--- config.mk ---
export PLATFORM = sky130hd
export DESIGN_NAME = arbx_top
export DESIGN_NICKNAME = d
export VERILOG_FILES = /design/src/rtl/arbx_pkg.sv /design/src/rtl/arbx_num_store.sv /design/src/rtl/arbx_contender.sv /design/src/rtl/arbx_bus_status.sv /design/src/rtl/arbx_top.sv
export SDC_FILE = /design/constraint.sdc
export NUM_CORES = 1
export LEC_CHECK = 0
export ABC_CLOCK_PERIOD_IN_PS = 6200
export BUFFER_PORTS_ARGS = -buffer_cell sky130_fd_sc_hd__buf_2
export CAP_MARGIN = 20
export CORE_MARGIN = 2
export CORE_UTILIZATION = 40
export DETAILED_ROUTE_END_ITERATION = 8
export PLACE_DENSITY = 0.69
export SLEW_MARGIN = 40
export SYNTH_ARGS = -nofsm -noshare
export SYNTH_HDL_FRONTEND = slang
export SYNTH_HIERARCHICAL = 1
export SYNTH_SLANG_ARGS = --single-unit
--- constraint.sdc ---
create_clock -name clk -period 6.2 [get_ports clk]
set_clock_uncertainty 0.2 [all_clocks]
set_input_delay 0.62 -clock clk [delete_from_list [all_inputs] [get_ports clk]]
set_output_delay 0.62 -clock clk [all_outputs]
set_load 0.005 [all_outputs]
--- src/rtl/arbx_pkg.sv ---
package arbx_pkg;

  localparam int unsigned ARBX_NUM_W = 8;

  typedef enum logic {
    ARBX_COMPARE = 1'b0,
    ARBX_COMPETE = 1'b1
  } arbx_mode_e;

endpackage

--- src/rtl/arbx_num_store.sv ---
module arbx_num_store #(
  parameter int unsigned W = 8
) (
  input  logic         clk,
  input  logic         rst_n,
  input  logic         load,
  input  logic [W-1:0] din,
  output logic [W-1:0] num
);

  logic [W-1:0] num_r;

  always_ff @(posedge clk) begin
    if (!rst_n) begin
      num_r <= '0;
    end else if (load) begin
      num_r <= din;
    end
  end

  assign num = num_r;

endmodule

--- src/rtl/arbx_contender.sv ---
module arbx_contender
  import arbx_pkg::*;
#(
  parameter int unsigned W = 8
) (
  input  logic         active,
  input  arbx_mode_e   mode,
  input  logic [W-1:0] num,
  input  logic [W-1:0] sense,
  output logic [W-1:0] drive,
  output logic         par_drive,
  output logic         withdrawn,
  output logic         result
);

  // Bits kept on the bus under binary countdown, MSB first.
  function automatic logic [W-1:0] countdown_keep(input logic [W-1:0] own,
                                                  input logic [W-1:0] seen);
    logic [W-1:0] keep;
    logic         out;
    keep = '0;
    out  = 1'b0;
    for (int i = W - 1; i >= 0; i--) begin
      keep[i] = own[i] & ~out;
      if (seen[i] && !own[i]) out = 1'b1;
    end
    return keep;
  endfunction

  function automatic logic any_loss(input logic [W-1:0] own,
                                    input logic [W-1:0] seen);
    return |(seen & ~own);
  endfunction

  logic           competing;
  logic [W-1:0]   keep;
  logic           ge_cmp;
  logic           eq_cmp;

  assign competing = active && (mode == ARBX_COMPETE);
  assign keep      = countdown_keep(num, sense);
  assign drive     = competing ? keep : '0;
  assign par_drive = competing ? ~(^keep) : 1'b0;
  assign withdrawn = competing && any_loss(num, sense);
  assign ge_cmp    = (num >= sense);
  assign eq_cmp    = (num == sense);
  assign result    = (mode == ARBX_COMPETE) ? eq_cmp : ge_cmp;

endmodule

--- src/rtl/arbx_bus_status.sv ---
module arbx_bus_status #(
  parameter int unsigned W = 8
) (
  input  logic         rx_en,
  input  logic [W-1:0] sense,
  input  logic         par_sense,
  output logic [W-1:0] rx_data,
  output logic         rx_par,
  output logic         par_err,
  output logic         all_ones
);

  function automatic logic odd_count(input logic [W:0] lines);
    return ^lines;
  endfunction

  assign par_err  = ~odd_count({par_sense, sense});
  assign all_ones = &sense;
  assign rx_data  = rx_en ? sense : '0;
  assign rx_par   = rx_en & par_sense;

endmodule

--- src/rtl/arbx_top.sv ---
module arbx_top
  import arbx_pkg::*;
#(
  parameter int unsigned W = ARBX_NUM_W
) (
  input  logic         clk,
  input  logic         rst_n,
  input  logic [W-1:0] num_in,
  input  logic         num_le,
  input  logic         compete,
  input  logic         rx_en,
  input  logic [W-1:0] bus_sense,
  input  logic         bus_par_sense,
  output logic [W-1:0] bus_drive,
  output logic         bus_par_drive,
  output logic [W-1:0] rx_data,
  output logic         rx_par,
  output logic         par_err,
  output logic         all_ones,
  output logic         win_ge,
  output logic         win_ge_q
);

  logic [W-1:0] num_q;
  arbx_mode_e   mode;
  logic         withdrawn;
  logic         result_r;

  assign mode = compete ? ARBX_COMPETE : ARBX_COMPARE;

  arbx_num_store #(.W(W)) u_store (
    .clk   (clk),
    .rst_n (rst_n),
    .load  (num_le),
    .din   (num_in),
    .num   (num_q)
  );

  arbx_contender #(.W(W)) u_cont (
    .active    (rst_n),
    .mode      (mode),
    .num       (num_q),
    .sense     (bus_sense),
    .drive     (bus_drive),
    .par_drive (bus_par_drive),
    .withdrawn (withdrawn),
    .result    (win_ge)
  );

  arbx_bus_status #(.W(W)) u_stat (
    .rx_en     (rx_en),
    .sense     (bus_sense),
    .par_sense (bus_par_sense),
    .rx_data   (rx_data),
    .rx_par    (rx_par),
    .par_err   (par_err),
    .all_ones  (all_ones)
  );

  always_ff @(posedge clk) begin
    if (!rst_n) result_r <= 1'b0;
    else        result_r <= win_ge;
  end

  assign win_ge_q = result_r;

endmodule

* Word level (Yosys, flattened, before mapping)
Index checks and enable logic that the tools add are counted.
** Storage, ports and cells
- Logic and storage cells :: 51
- Memory bits (writable) :: 0
- Memories kept :: 0
- Bits in latches :: 0
- Output and inout bits :: 22
- Bits of input ports :: 22
- Bits in read-only memories :: 0
- Register bits after elaboration :: 9
** Operators by class
- Reduce and logical (&&, ||, !) cells :: 18
- Equality and inequality tests :: 1
- Divide/modulo/power cells :: 0
- $add $sub $neg :: 0
- Muxes and demuxes :: 12
- Bitwise gates (word level) :: 17
- $mul :: 0
- Shift-type cells :: 0
- $lt $le $gt $ge :: 1
** Operators with widths (count)
- $mux 8 :: 2
- $mux 1 :: 10
- $not 1->1 :: 9
- $reduce_xor 9->1 :: 1
- $and 1x1->1 :: 8
- $eq 8x8->1 :: 1
- $ge 8x8->1 :: 1
- $logic_and 1x1->1 :: 8
- $reduce_and 8->1 :: 1
- $reduce_xor 8->1 :: 1
- $logic_not 1->1 :: 7

* Longest topological paths before layout
Gate-level depths: netlist of run 1.
- Depth after elaboration :: 14
- Gate-level depth with buffers :: 8
- Depth with buffers taken out :: 8

* By module
The synthesis of run 1 kept the hierarchy.
** Modules (own cells, without submodules)
- arbx_contender :: cells an instance 73, instances 1, seq. area each 0.0 sq um, area each 554.3 sq um
- arbx_num_store :: cells an instance 25, instances 1, seq. area each 160.2 sq um, area each 301.5 sq um
- arbx_bus_status :: cells an instance 17, instances 1, seq. area each 0.0 sq um, area each 155.1 sq um
- arbx_top :: cells an instance 2, instances 1, seq. area each 20.0 sq um, area each 26.3 sq um

* Worst setup path before layout of run 1
OpenSTA, ideal clock, no wires.
- Kind :: input -> output
- From :: in bus_sense[6]
- To :: out bus_par_drive
- Data required time :: 5.380 ns
- Path buffers :: 0
- Arrival time :: 2.076 ns
- Slack :: 3.304 ns
- Stages on the path :: 6
- Cell sequence :: ha_1 > or4_4 > nor3_4 > nand3_2 > a211o_1 > a21oi_2
** Between the ends
- Longest elaborated chain between the ends :: 12
- Elaborated cells between the ends (all ways) :: 22
- Those cells by class :: 7 x mux; 13 x bitwise; 2 x reduce/logical
** Ends and longest elaborated chain
- from (decl) :: line arbx_top.sv:12 : input logic [W-1:0] bus_sense,
- $logic_and 1x1->1 (*) :: line arbx_contender.sv:25 : if (seen[i] && !own[i]) out = 1'b1;
- $mux 1 (*) :: line arbx_contender.sv:25
- $mux 1 (5 in series) :: line arbx_contender.sv:25
- $not 1->1 :: line arbx_contender.sv:24 : keep[i] = own[i] & ~out;
- $and 1x1->1 :: line arbx_contender.sv:24
- $reduce_xor 8->1 (*) :: line arbx_contender.sv:43 : assign par_drive = competing ? ~(^keep) : 1'b0;
- $not 1->1 (*) :: line arbx_contender.sv:43
- $mux 1 (*) :: line arbx_contender.sv:43
- to (decl) :: line arbx_top.sv:15 : output logic bus_par_drive,
Mark *: on every way between the ends. The rest lies on a longest branch, timed or not.

* Final worst setup path of run 1
- From :: reg u_store.num_r[3], in the netlist u_store/num[3]
- To :: out bus_par_drive
** Between the ends
- Longest elaborated chain between the ends :: 10
- Elaborated cells between the ends (all ways) :: 15
- Those cells by class :: 4 x mux; 8 x bitwise; 3 x reduce/logical
** Ends and longest elaborated chain
- from (decl) :: line arbx_num_store.sv:11 : logic [W-1:0] num_r;
- from (signal assigned) :: line arbx_num_store.sv:17 : num_r <= din;
- $logic_not 1->1 :: line arbx_contender.sv:25
- $logic_and 1x1->1 :: line arbx_contender.sv:25
- $mux 1 (3 in series) :: line arbx_contender.sv:25
- $not 1->1 :: line arbx_contender.sv:24
- $and 1x1->1 :: line arbx_contender.sv:24
- $reduce_xor 8->1 (*) :: line arbx_contender.sv:43
- $not 1->1 (*) :: line arbx_contender.sv:43
- $mux 1 (*) :: line arbx_contender.sv:43
Marked as above.

==> results of run 1 <==
==> per-layer routing <==
layer / routed length [um] / up-vias / part of all wire, % / GRT usage (%)
met3: 90 / 2 / 3.9 / 5.74
met4: 7 / 0 / 0.31 / 2.50
li1: - / 481 / - / -
met2: 1210 / 21 / 53 / 28.0
met1: 985 / 417 / 43 / 21.2
met5: 0 / - / 0 / 0
==> metrics by stage <==
| stage | area (um2) | setup slack [ns] | total power, W |
|---|---|---|---|
| floorplan | 1030 | 3.33 | 0.000108 |
| global placement | 1270 | 3.03 | 0.000131 |
| detailed placement | 1270 | 3.00 | 0.000133 |
| CTS | 1300 | 2.97 | 0.000178 |
| global route | 1300 | 2.75 | 0.000193 |
| finish | 1300 | 2.97 | 0.000177 |
==> sequential cells by signal, summed over array words and instances (netlist names) <==
signal       count
u_store/num      8
win_ge_q         1
==> layout by cell type (no fill, tap or decap), types with 2 or more instances in the layout <==
cell type  count
nor2_1         3
ha_1          20
nor2b_1       10
dfxtp_1        9
clkbuf_4       3
nor4_1         3
mux2i_1        8
inv_1         15
xnor2_1        6
nand4_1        2
nand2b_1       3
buf_2         43
a21o_1         2
o21a_1         2
and2_1        11
o211ai_1       2
and3_2         2
nor3_1         2
==> worst paths after layout <==
| path | startpoint | end | depth (start not counted) |
|---|---|---|---|
| max | u_store/num[3] | bus_par_drive | 8 |
| min | u_store/num[0] | u_store/num[0] | 2 |
| max reg2reg | u_store/num[1] | win_ge_q | 8 |
| min reg2reg | u_store/num[0] | u_store/num[0] | 2 |
==> power by group <==
| part | internal, W | switching, W | leakage (nW) | total [W] |
|---|---|---|---|---|
| registers | 0.0000612 | 0.00000360 | 0.0742 | 0.0000648 |
| clock network | 0.0000248 | 0.0000203 | 0.0150 | 0.0000451 |
| logic | 0.0000350 | 0.0000319 | 0.612 | 0.0000668 |
| total | 0.000121 | 0.0000558 | 0.701 | 0.000177 |
==> area by class of cell <==
cell class,count,area [um2],area share (%)
clock buffer,4,26.3,2.03
tap,30,37.5,2.90
timing repair buffer,43,215,16.6
multi-input combinational,90,781,60.2
sequential,9,180,13.9
inverter,15,56.3,4.34
==> tightest hold or removal path, stage by stage (launching register included) <==
cell	delay (ns)
dfxtp_1	0.32
mux2i_1	0.13
nor2b_1	0.06
==> qor.csv, run 1 <==
stage,metric,value,unit
floorplanning,Die H,54.7,um
critical_path,Max stage delay on crit path,0.61,ns
cts,H-tree Lvls,1,
placement,Post-DP HPWL,1960,um
floorplanning,Starting Density,41.9,%
sta,worst slew pin tran,0.634,ns
global_routing,initial antenna violation count,0,
detailed_routing,initial DRC count,15,
synth,YS warnings,6,
cts,CTS tree,built,
job,Max Cap Viol,0,
sta,max_slew headroom,56.7,%
critical_path,worst setup path category,reg2out,
critical_path,critical path peak fanout,4,
placement,routability cong.,0.835,
cts,CTS Hold Buffers Added,0,
cts,CTS Root Cell,clkbuf_4,
cts,CTS max path bufs,2,
critical_path,Critical Path RT,5.38,ns
layout,fin util,52.8,%
detailed_routing,WL final,2290,um
detailed_routing,wire per inst,12.0,um
sta,hold_ws,0.358,ns
sta,Final setup viols,0,
layout,P&R area growth vs syn,26.0,%
critical_path,crit-path leading delay family,compound AO/OA/AOI/OAI gates,
layout,Filler cells,240,
floorplanning,I/O pin cnt,44,
placement,Placed Instances,187,
global_routing,first-pass GRT wire length,3520,um
detailed_routing,drt pass-1 iters,4,
cts,CTS sink cnt,9,
critical_path,FF-to-FF setup slack,4.22,ns
global_routing,largest net degree at the start of global routing,12,
power,Pleak,0.701,nW
synth,Post-Syn Area,1030,um2
floorplanning,core area,2450,um2
placement,port buffer count,43,
sta,Final Hold Fails,0,
sta,Tcrit/Tclk final,52.0,%
critical_path,slowest CP cell,a2111oi_0,
status,status,completed,
critical_path,crit-path cells,"inv_1, ha_1, nand2b_1, xnor2_1, a2111oi_0, o211ai_1, a21oi_2, buf_2",
critical_path,Critical Path End Type,output pin,
detailed_routing,Vias/cell,4.82,
sta,crit path time final,3.23,ns
synth,synthesized net count,157,
synth,Mean Syn Cell Area,8.94,um2
min_path,Hold WC Path Type,reg2reg,
power,Cell Pwr Density,136,nW/um2
global_routing,GRT Total Usage,16.8,%
sta,Slew Limit Fails,0,
global_routing,vias in the first global route,804,
critical_path,Critical Path AT,2.41,ns
cts,clk slew on worst S/H paths,0.06,ns
synth,Syn Inst Count,115,
detailed_routing,# DRC,0,
detailed_routing,total number of vias,921,
cts,clock latency on the worst-skew pair,0.26,ns
sta,RSZ-0062 raised after global routing,no,
sta,Post-Route Setup TNS,0,ns
sta,Peak Freq,0.310,GHz
cts,TritonCTS buffer count,3,
layout,antenna cells,0,
layout,Layout Nets,204,
detailed_routing,Final ANT Viol Nets,0,
power,worst IR drop on VDD,0.111,mV
cts,Post-CTS Repair Setup Buffers,0,
layout,Non-Filler Instances,191,
floorplanning,Cell Rows,18,
layout,share of cells above drive strength 1,34.2,%
cts,post_cts resized,0,
critical_path,startpoint types,register,
floorplanning,Die X,54.7,um
floorplanning,die area,2990,um2
global_routing,total grt overflow,0,
critical_path,crit path buf inv count,2,
No activity file was read; power rests on OpenSTA's default activity.
==> run 2, diff against run 1 <==
--- a/config.mk
+++ b/config.mk
@@ -5,13 +5,14 @@
 export SDC_FILE = /design/constraint.sdc
 export NUM_CORES = 1
 export LEC_CHECK = 0
-export ABC_CLOCK_PERIOD_IN_PS = 6200
+export ABC_AREA = 1
+export ABC_CLOCK_PERIOD_IN_PS = 3140
 export BUFFER_PORTS_ARGS = -buffer_cell sky130_fd_sc_hd__buf_2
 export CAP_MARGIN = 20
 export CORE_MARGIN = 2
 export CORE_UTILIZATION = 40
 export DETAILED_ROUTE_END_ITERATION = 8
-export PLACE_DENSITY = 0.69
+export PLACE_DENSITY = 0.66
 export SLEW_MARGIN = 40
 export SYNTH_ARGS = -nofsm -noshare
 export SYNTH_HDL_FRONTEND = slang
==> constraint.sdc (replaced) <==
create_clock -name clk -period 3.14 [get_ports clk]
set_clock_uncertainty 0.2 [all_clocks]
set_input_delay 0.314 -clock clk [delete_from_list [all_inputs] [get_ports clk]]
set_output_delay 0.314 -clock clk [all_outputs]
set_load 0.005 [all_outputs]
==> run 2 against run 1 <==
  * Global-route usage fell by 2.3 points
  * Largest power group unchanged
  * Utilization fell by 3.6 points
  * Total power rose by 110%
  * Critical endpoint unchanged
  * Non-clock buffer count did not move
  * Clock-buffer cell count did not move
  * Combinational power rose by 130%
  * Critical path type unchanged
  * Via count rose by 33%
  * Sequential power rose by 100%
  * Register-to-register slack got worse by 2.9 ns
==> qor.csv, run 2 <==
stage,metric,value,unit,change
cts,post_cts resized,0,,unchanged
global_routing,total grt overflow,0,,unchanged
global_routing,M1 GR Usage,19.3,%,was 21.2%
cts,CTS sink cnt,9,,unchanged
floorplanning,Starting Density,41.3,%,was 41.9%
critical_path,slowest CP cell,dfxtp_1,,was a2111oi_0
critical_path,FF-to-FF setup slack,1.29,ns,was 4.22 ns
layout,most frequent cells in the layout,"nand2_1 (64), inv_1 (46), buf_2 (43), nor2_1 (32), ha_1 (20)",,"was buf_2 (43), ha_1 (20), inv_1 (15), and2_1 (11), nor2b_1 (10)"
critical_path,reg2reg start,u_store/num[7],,was u_store/num[1]
sta,Peak Freq,0.398,GHz,
cts,clk slew on worst S/H paths,0.06,ns,about the same
layout,share of cells above drive strength 1,23.0,%,was 34.2%
power,Overall Power,0.000367,W,was 0.000177 W
critical_path,R2R depth,9,,was 8
critical_path,critical path peak fanout,6,,was 4
sta,Tcrit/Tclk final,79.9,%,
synth,YS warnings,6,,unchanged
floorplanning,Die X,59.4,um,was 54.7 um
placement,Place WS,0.894,ns,was 3.00 ns
layout,antenna cells,0,,unchanged
critical_path,Critical Path Most Common Cell,nand2_1,,
sta,worst slew pin tran,0.312,ns,was 0.634 ns
sta,Final setup viols,0,,unchanged
critical_path,crit path buf inv count,2,,unchanged
global_routing,first-pass GRT wire length,3980,um,was 3520 um
critical_path,Critical Path RT,2.63,ns,was 5.38 ns
min_path,cell count of the worst hold path,5,,was 2
synth,Syn Inst Count,209,,was 115
critical_path,startpoint types,register,,unchanged
detailed_routing,WL final,2370,um,was 2290 um
detailed_routing,wire per inst,8.30,um,was 12.0 um
layout,"commonest non-fill, non-tap cell in the layout",nand2_1,,was buf_2
global_routing,initial antenna violation count,0,,unchanged
min_path,Hold Path End,u_store/num[3],,was u_store/num[0]
job,Max Cap Viol,0,,unchanged
detailed_routing,initial DRC count,40,,was 15
synth,synthesized net count,251,,was 157
global_routing,GRT Total Usage,14.5,%,was 16.8%
global_routing,vias in the first global route,977,,was 804
cts,CTS Hold Buffers Added,0,,unchanged
sta,final worst slack,0.630,ns,was 2.97 ns
floorplanning,core area,2980,um2,was 2450 um2
critical_path,Critical Path End Type,output pin,,unchanged
critical_path,crit-path cells,"inv_1, ha_1, nor2_4, nand2_4, nor4_1, nand2_1, nand2_1, nand2_1, nand2_1, nor2_2, buf_2",,"was inv_1, ha_1, nand2b_1, xnor2_1, a2111oi_0, o211ai_1, a21oi_2, buf_2"
detailed_routing,# DRC,0,,unchanged
floorplanning,die area,3530,um2,was 2990 um2
placement,routability cong.,0.786,,was 0.835
layout,P&R area growth vs syn,19.2,%,was 26.0%
critical_path,worst setup path category,reg2out,,unchanged
status,status,completed,,unchanged
floorplanning,Die H,59.4,um,was 54.7 um
sta,hold_ws,0.143,ns,was 0.358 ns
min_path,Hold Crit Start,num_in[3],,was u_store/num[0]
critical_path,crit-path leading delay family,simple AND/OR/NAND/NOR gates,,was compound AO/OA/AOI/OAI gates
cts,clock latency on the worst-skew pair,0.25,ns,was 0.26 ns
sta,crit path time final,2.51,ns,
critical_path,Critical Path AT,2.00,ns,was 2.41 ns
cts,CTS max path bufs,2,,unchanged
floorplanning,I/O pin cnt,44,,unchanged
global_routing,GRT met3 Usage,2.18,%,was 5.74%
sta,Slew Limit Fails,0,,unchanged
power,worst IR drop on VDD,0.206,mV,was 0.111 mV
global_routing,grt peak-use layer,met2,,unchanged
cts,CTS Root Cell,clkbuf_4,,unchanged
layout,Largest register FFs,8,,unchanged
cts,CTS tree,built,,unchanged
critical_path,R2R Path End,win_ge_q,,unchanged
synth,Mean Syn Cell Area,5.88,um2,was 8.94 um2
detailed_routing,Final ANT Viol Nets,0,,unchanged
placement,port buffer count,43,,unchanged
layout,Layout Nets,295,,was 204
placement,Post-DP HPWL,2070,um,was 1960 um
detailed_routing,total number of vias,1226,,was 921
power,Pleak,0.959,nW,was 0.701 nW
sta,max_slew headroom,79.0,%,was 56.7%
sta,RSZ-0062 raised after global routing,no,,unchanged
cts,TritonCTS buffer count,3,,unchanged
cts,Post-CTS Repair Setup Buffers,0,,unchanged
power,Cell Pwr Density,251,nW/um2,was 136 nW/um2
floorplanning,Cell Rows,20,,was 18
global_routing,met2 Usage GRT,24.2,%,was 28.0%
detailed_routing,drt pass-1 iters,6,,was 4
sta,Post-Route Setup TNS,0,ns,unchanged
critical_path,Max stage delay on crit path,0.41,ns,was 0.61 ns
global_routing,largest net degree at the start of global routing,17,,was 12
synth,Post-Syn Area,1230,um2,was 1030 um2
detailed_routing,Vias/cell,4.30,,was 4.82
sta,Final Hold Fails,0,,unchanged
cts,H-tree Lvls,1,,unchanged
min_path,Hold WC Path Type,in2reg,,was reg2reg
[run 2: area by class of cell]
class | count | area, um2
repair buffers | 43 | 215
fillers | 320 | 1510
well taps | 33 | 41.3
flip-flops and latches | 9 | 180
clock buffers | 4 | 26.3
inverters | 47 | 176
multi-input cells | 149 | 826
[run 2: worst reg2reg max path, delay by kind of cell, from the launching register on]
kind | cells | cell delay, ns
flip-flops | 1 | 0.41
AND/OR/NAND/NOR | 4 | 0.38
AO/OA/AOI/OAI | 2 | 0.32
adder cells (fa/ha/maj) | 1 | 0.31
buffers and inverters | 2 | 0.17
[run 2: per-stage QoR]
| step | utilization [%] | instance area, um2 | cells |
|---|---|---|---|
| floorplan | - | 1230 | 209 |
| global placement | 48.3 | 1440 | 281 |
| detailed placement | 48.3 | 1440 | 281 |
| CTS | 49.2 | 1470 | 285 |
| global route | 49.2 | 1470 | 285 |
| finish | 49.2 | 1470 | 285 |
[run 2: worst max path at each step]
stage                         startpoint             to  slack (ns)  depth (start not counted)
after floorplan           u_store/num[7]  bus_par_drive        1.17                          9
after global placement    u_store/num[7]  bus_par_drive        0.96                         11
after detailed placement  u_store/num[7]  bus_par_drive        0.89                         11
after CTS                 u_store/num[7]  bus_par_drive        0.60                         11
after global routing      u_store/num[7]  bus_par_drive        0.40                         11
final                     u_store/num[7]  bus_par_drive        0.63                         11
[run 2: routing by layer]
metal | up-vias | part of all wire [%]
li1 | 707 | -
met1 | 501 | 51
met2 | 18 | 46
met3 | 0 | 3.1
met4 | 0 | 0
met5 | - | 0
[run 2: where the power goes]
part / switching, W / internal, W
Clock: 0.0000358 / 0.0000487
Sequential: 0.0000100 / 0.000122
Combinational: 0.0000874 / 0.0000633
Total: 0.000133 / 0.000234
==> run 3, diff against run 2 <==
--- a/config.mk
+++ b/config.mk
@@ -6,7 +6,7 @@
 export NUM_CORES = 1
 export LEC_CHECK = 0
 export ABC_AREA = 1
-export ABC_CLOCK_PERIOD_IN_PS = 3140
+export ABC_CLOCK_PERIOD_IN_PS = 2600
 export BUFFER_PORTS_ARGS = -buffer_cell sky130_fd_sc_hd__buf_2
 export CAP_MARGIN = 20
 export CORE_MARGIN = 2
==> constraint.sdc (replaced) <==
create_clock -name clk -period 2.6 [get_ports clk]
set_clock_uncertainty 0.2 [all_clocks]
set_input_delay 0.26 -clock clk [delete_from_list [all_inputs] [get_ports clk]]
set_output_delay 0.26 -clock clk [all_outputs]
set_load 0.005 [all_outputs]
==> run 3 against run 2 <==
  * Worst hold slack got worse by 0.054 ns
  * Setup slack got worse by 0.38 ns
  * Wire length increased by 0.30%
  * Non-clock buffer count unchanged
  * Critical path depth increased by 2
==> qor.csv, run 3 (synthesis results as in run 2) <==
stage,metric,value,unit,change
sta,Final setup viols,0,,unchanged
global_routing,M1 GR Usage,19.3,%,unchanged
layout,Layout Nets,295,,unchanged
detailed_routing,initial DRC count,37,,was 40
sta,Peak Freq,0.425,GHz,
job,Max Cap Viol,0,,unchanged
layout,"commonest non-fill, non-tap cell in the layout",nand2_1,,unchanged
detailed_routing,Vias/cell,4.29,,was 4.30
sta,Final Hold Fails,0,,unchanged
layout,fin area,1470,um2,about the same
detailed_routing,drt pass-1 iters,6,,unchanged
power,worst IR drop on VDD,0.248,mV,was 0.206 mV
critical_path,CP Launch Point,u_store/num[5],,was u_store/num[7]
critical_path,startpoint types,register,,unchanged
power,Cell Pwr Density,302,nW/um2,was 251 nW/um2
global_routing,largest net degree at the start of global routing,17,,unchanged
cts,CTS max path bufs,2,,unchanged
sta,crit path time final,2.35,ns,
cts,CTS tree,built,,unchanged
sta,RSZ-0062 raised after global routing,no,,unchanged
detailed_routing,wire per inst,8.32,um,was 8.30 um
detailed_routing,total number of vias,1223,,was 1226
sta,max_slew headroom,81.2,%,was 79.0%
global_routing,grt peak-use layer,met2,,unchanged
detailed_routing,WL final,2370,um,about the same
global_routing,vias in the first global route,977,,unchanged
placement,placed cell areas,1440,um2,unchanged
sta,Slew Limit Fails,0,,unchanged
layout,share of cells above drive strength 1,23.8,%,was 23.0%
sta,Post-Route Setup TNS,0,ns,unchanged
layout,most frequent cells in the layout,"nand2_1 (64), inv_1 (46), buf_2 (43), nor2_1 (32), ha_1 (20)",,unchanged
cts,H-tree Lvls,1,,unchanged
critical_path,Critical Path End Type,output pin,,unchanged
global_routing,first-pass GRT wire length,3980,um,unchanged
placement,Placed Instances,281,,unchanged
layout,antenna cells,0,,unchanged
layout,Non-Filler Instances,285,,unchanged
min_path,Hold Crit Start,num_in[3],,unchanged
floorplanning,I/O pin cnt,44,,unchanged
global_routing,GRT Total Usage,14.5,%,unchanged
cts,clock latency on the worst-skew pair,0.25,ns,about the same
critical_path,crit-path cells,"inv_1, ha_1, nor2_2, nand2_4, nor2_1, nand3_1, nand2_1, nand2_1, nand2_1, nand2_1, nand2_1, nor2_2, buf_2",,"was inv_1, ha_1, nor2_4, nand2_4, nor4_1, nand2_1, nand2_1, nand2_1, nand2_1, nor2_2, buf_2"
cts,TritonCTS buffer count,3,,unchanged
floorplanning,core area,2980,um2,unchanged
min_path,Hold WC Path Type,in2reg,,unchanged
power,Pleak,0.959,nW,about the same
floorplanning,Die H,59.4,um,unchanged
layout,Filler cells,319,,was 320
critical_path,Critical Path RT,2.14,ns,was 2.63 ns
cts,CTS Root Cell,clkbuf_4,,unchanged
critical_path,Critical Path AT,1.89,ns,was 2.00 ns
floorplanning,Starting Density,41.3,%,unchanged
placement,Post-DP HPWL,2070,um,unchanged
critical_path,critical path peak fanout,5,,was 6
global_routing,met2 Usage GRT,24.2,%,unchanged
cts,CTS Hold Buffers Added,0,,unchanged
critical_path,reg2reg start,u_store/num[3],,was u_store/num[7]
cts,clk slew on worst S/H paths,0.06,ns,about the same
sta,worst slew pin tran,0.279,ns,was 0.312 ns
detailed_routing,Final ANT Viol Nets,0,,unchanged
detailed_routing,# DRC,0,,unchanged
global_routing,total grt overflow,0,,unchanged
placement,port buffer count,43,,unchanged
cts,CTS sink cnt,9,,unchanged
layout,Largest register FFs,8,,unchanged
status,status,completed,,unchanged
critical_path,slowest CP cell,dfxtp_1,,unchanged
floorplanning,Cell Rows,20,,unchanged
critical_path,Critical Path Most Common Cell,nand2_1,,unchanged
floorplanning,Die X,59.4,um,unchanged
sta,Tcrit/Tclk final,90.5,%,
global_routing,initial antenna violation count,0,,unchanged
layout,P&R area growth vs syn,19.9,%,was 19.2%
critical_path,Max stage delay on crit path,0.40,ns,was 0.41 ns
placement,routability cong.,0.786,,unchanged
global_routing,GRT met3 Usage,2.18,%,unchanged
floorplanning,die area,3530,um2,unchanged
critical_path,worst setup path category,reg2out,,unchanged
run 3: cell counts in the layout (fill, tap and decap cells not counted):
No cell type changed its count.
run 3: layer usage:
metal | routed length [um] | share of wire (%)
met2 | 1100 | 46
met3 | 73 | 3.1
met5 | 0 | 0
met1 | 1200 | 51
met4 | 0 | 0
run 3: power breakdown:
part	switching [W]	leakage, nW	internal [W]
sequential	0.0000121	0.0750	0.000148
combinational	0.000106	0.869	0.0000767
clock	0.0000432	0.0150	0.0000588
total	0.000162	0.959	0.000283
run 3: worst paths after layout:
| kind | endpoint | slack (ns) | cells after the start |
|---|---|---|---|
| setup reg to reg | win_ge_q | 0.80 | 9 |
| hold / removal | u_store/num[3] | 0.09 | 5 |
| hold reg to reg | u_store/num[1] | 0.31 | 2 |
| setup / recovery | bus_par_drive | 0.25 | 13 |
run 3: critical path: cells and delay by family, from the launching register on:
family                     cells  cell delay [ns]
adders and majority gates      1             0.22
DFF                            1             0.40
buffers and inverters          2             0.22
and+or+nand+nor               10             0.80
run 3: area by class of cell:
type / instances / area [um2] / share of cell area (%)
multi-input cells: 149 / 832 / 56.5
repair buffers: 43 / 215 / 14.6
flip-flops and latches: 9 / 181 / 12.3
inverters: 47 / 176 / 12.0
well taps: 33 / 41.3 / 2.80
clock buffers: 4 / 26.3 / 1.78
run 3: timing repair:
item | 4_1_cts | 5_1_grt
buffers inserted | 0 | 0
endpoints found under the setup margin | 0 | 1
resized for setup | 0 | 2
hold endpoints to repair | 0 | 0
run 3: through the flow:
step / hold slack [ns] / setup slack, ns / total power, W / util (%)
after floorplan: 0.158 / 0.680 / 0.000294 / -
after global routing: 0.0940 / 0.0269 / 0.000494 / 49.5
final: 0.0888 / 0.248 / 0.000445 / 49.5
after CTS: 0.0800 / 0.118 / 0.000450 / 49.2
after global placement: 0.289 / 0.476 / 0.000345 / 48.3
after detailed placement: 0.294 / 0.408 / 0.000346 / 48.3
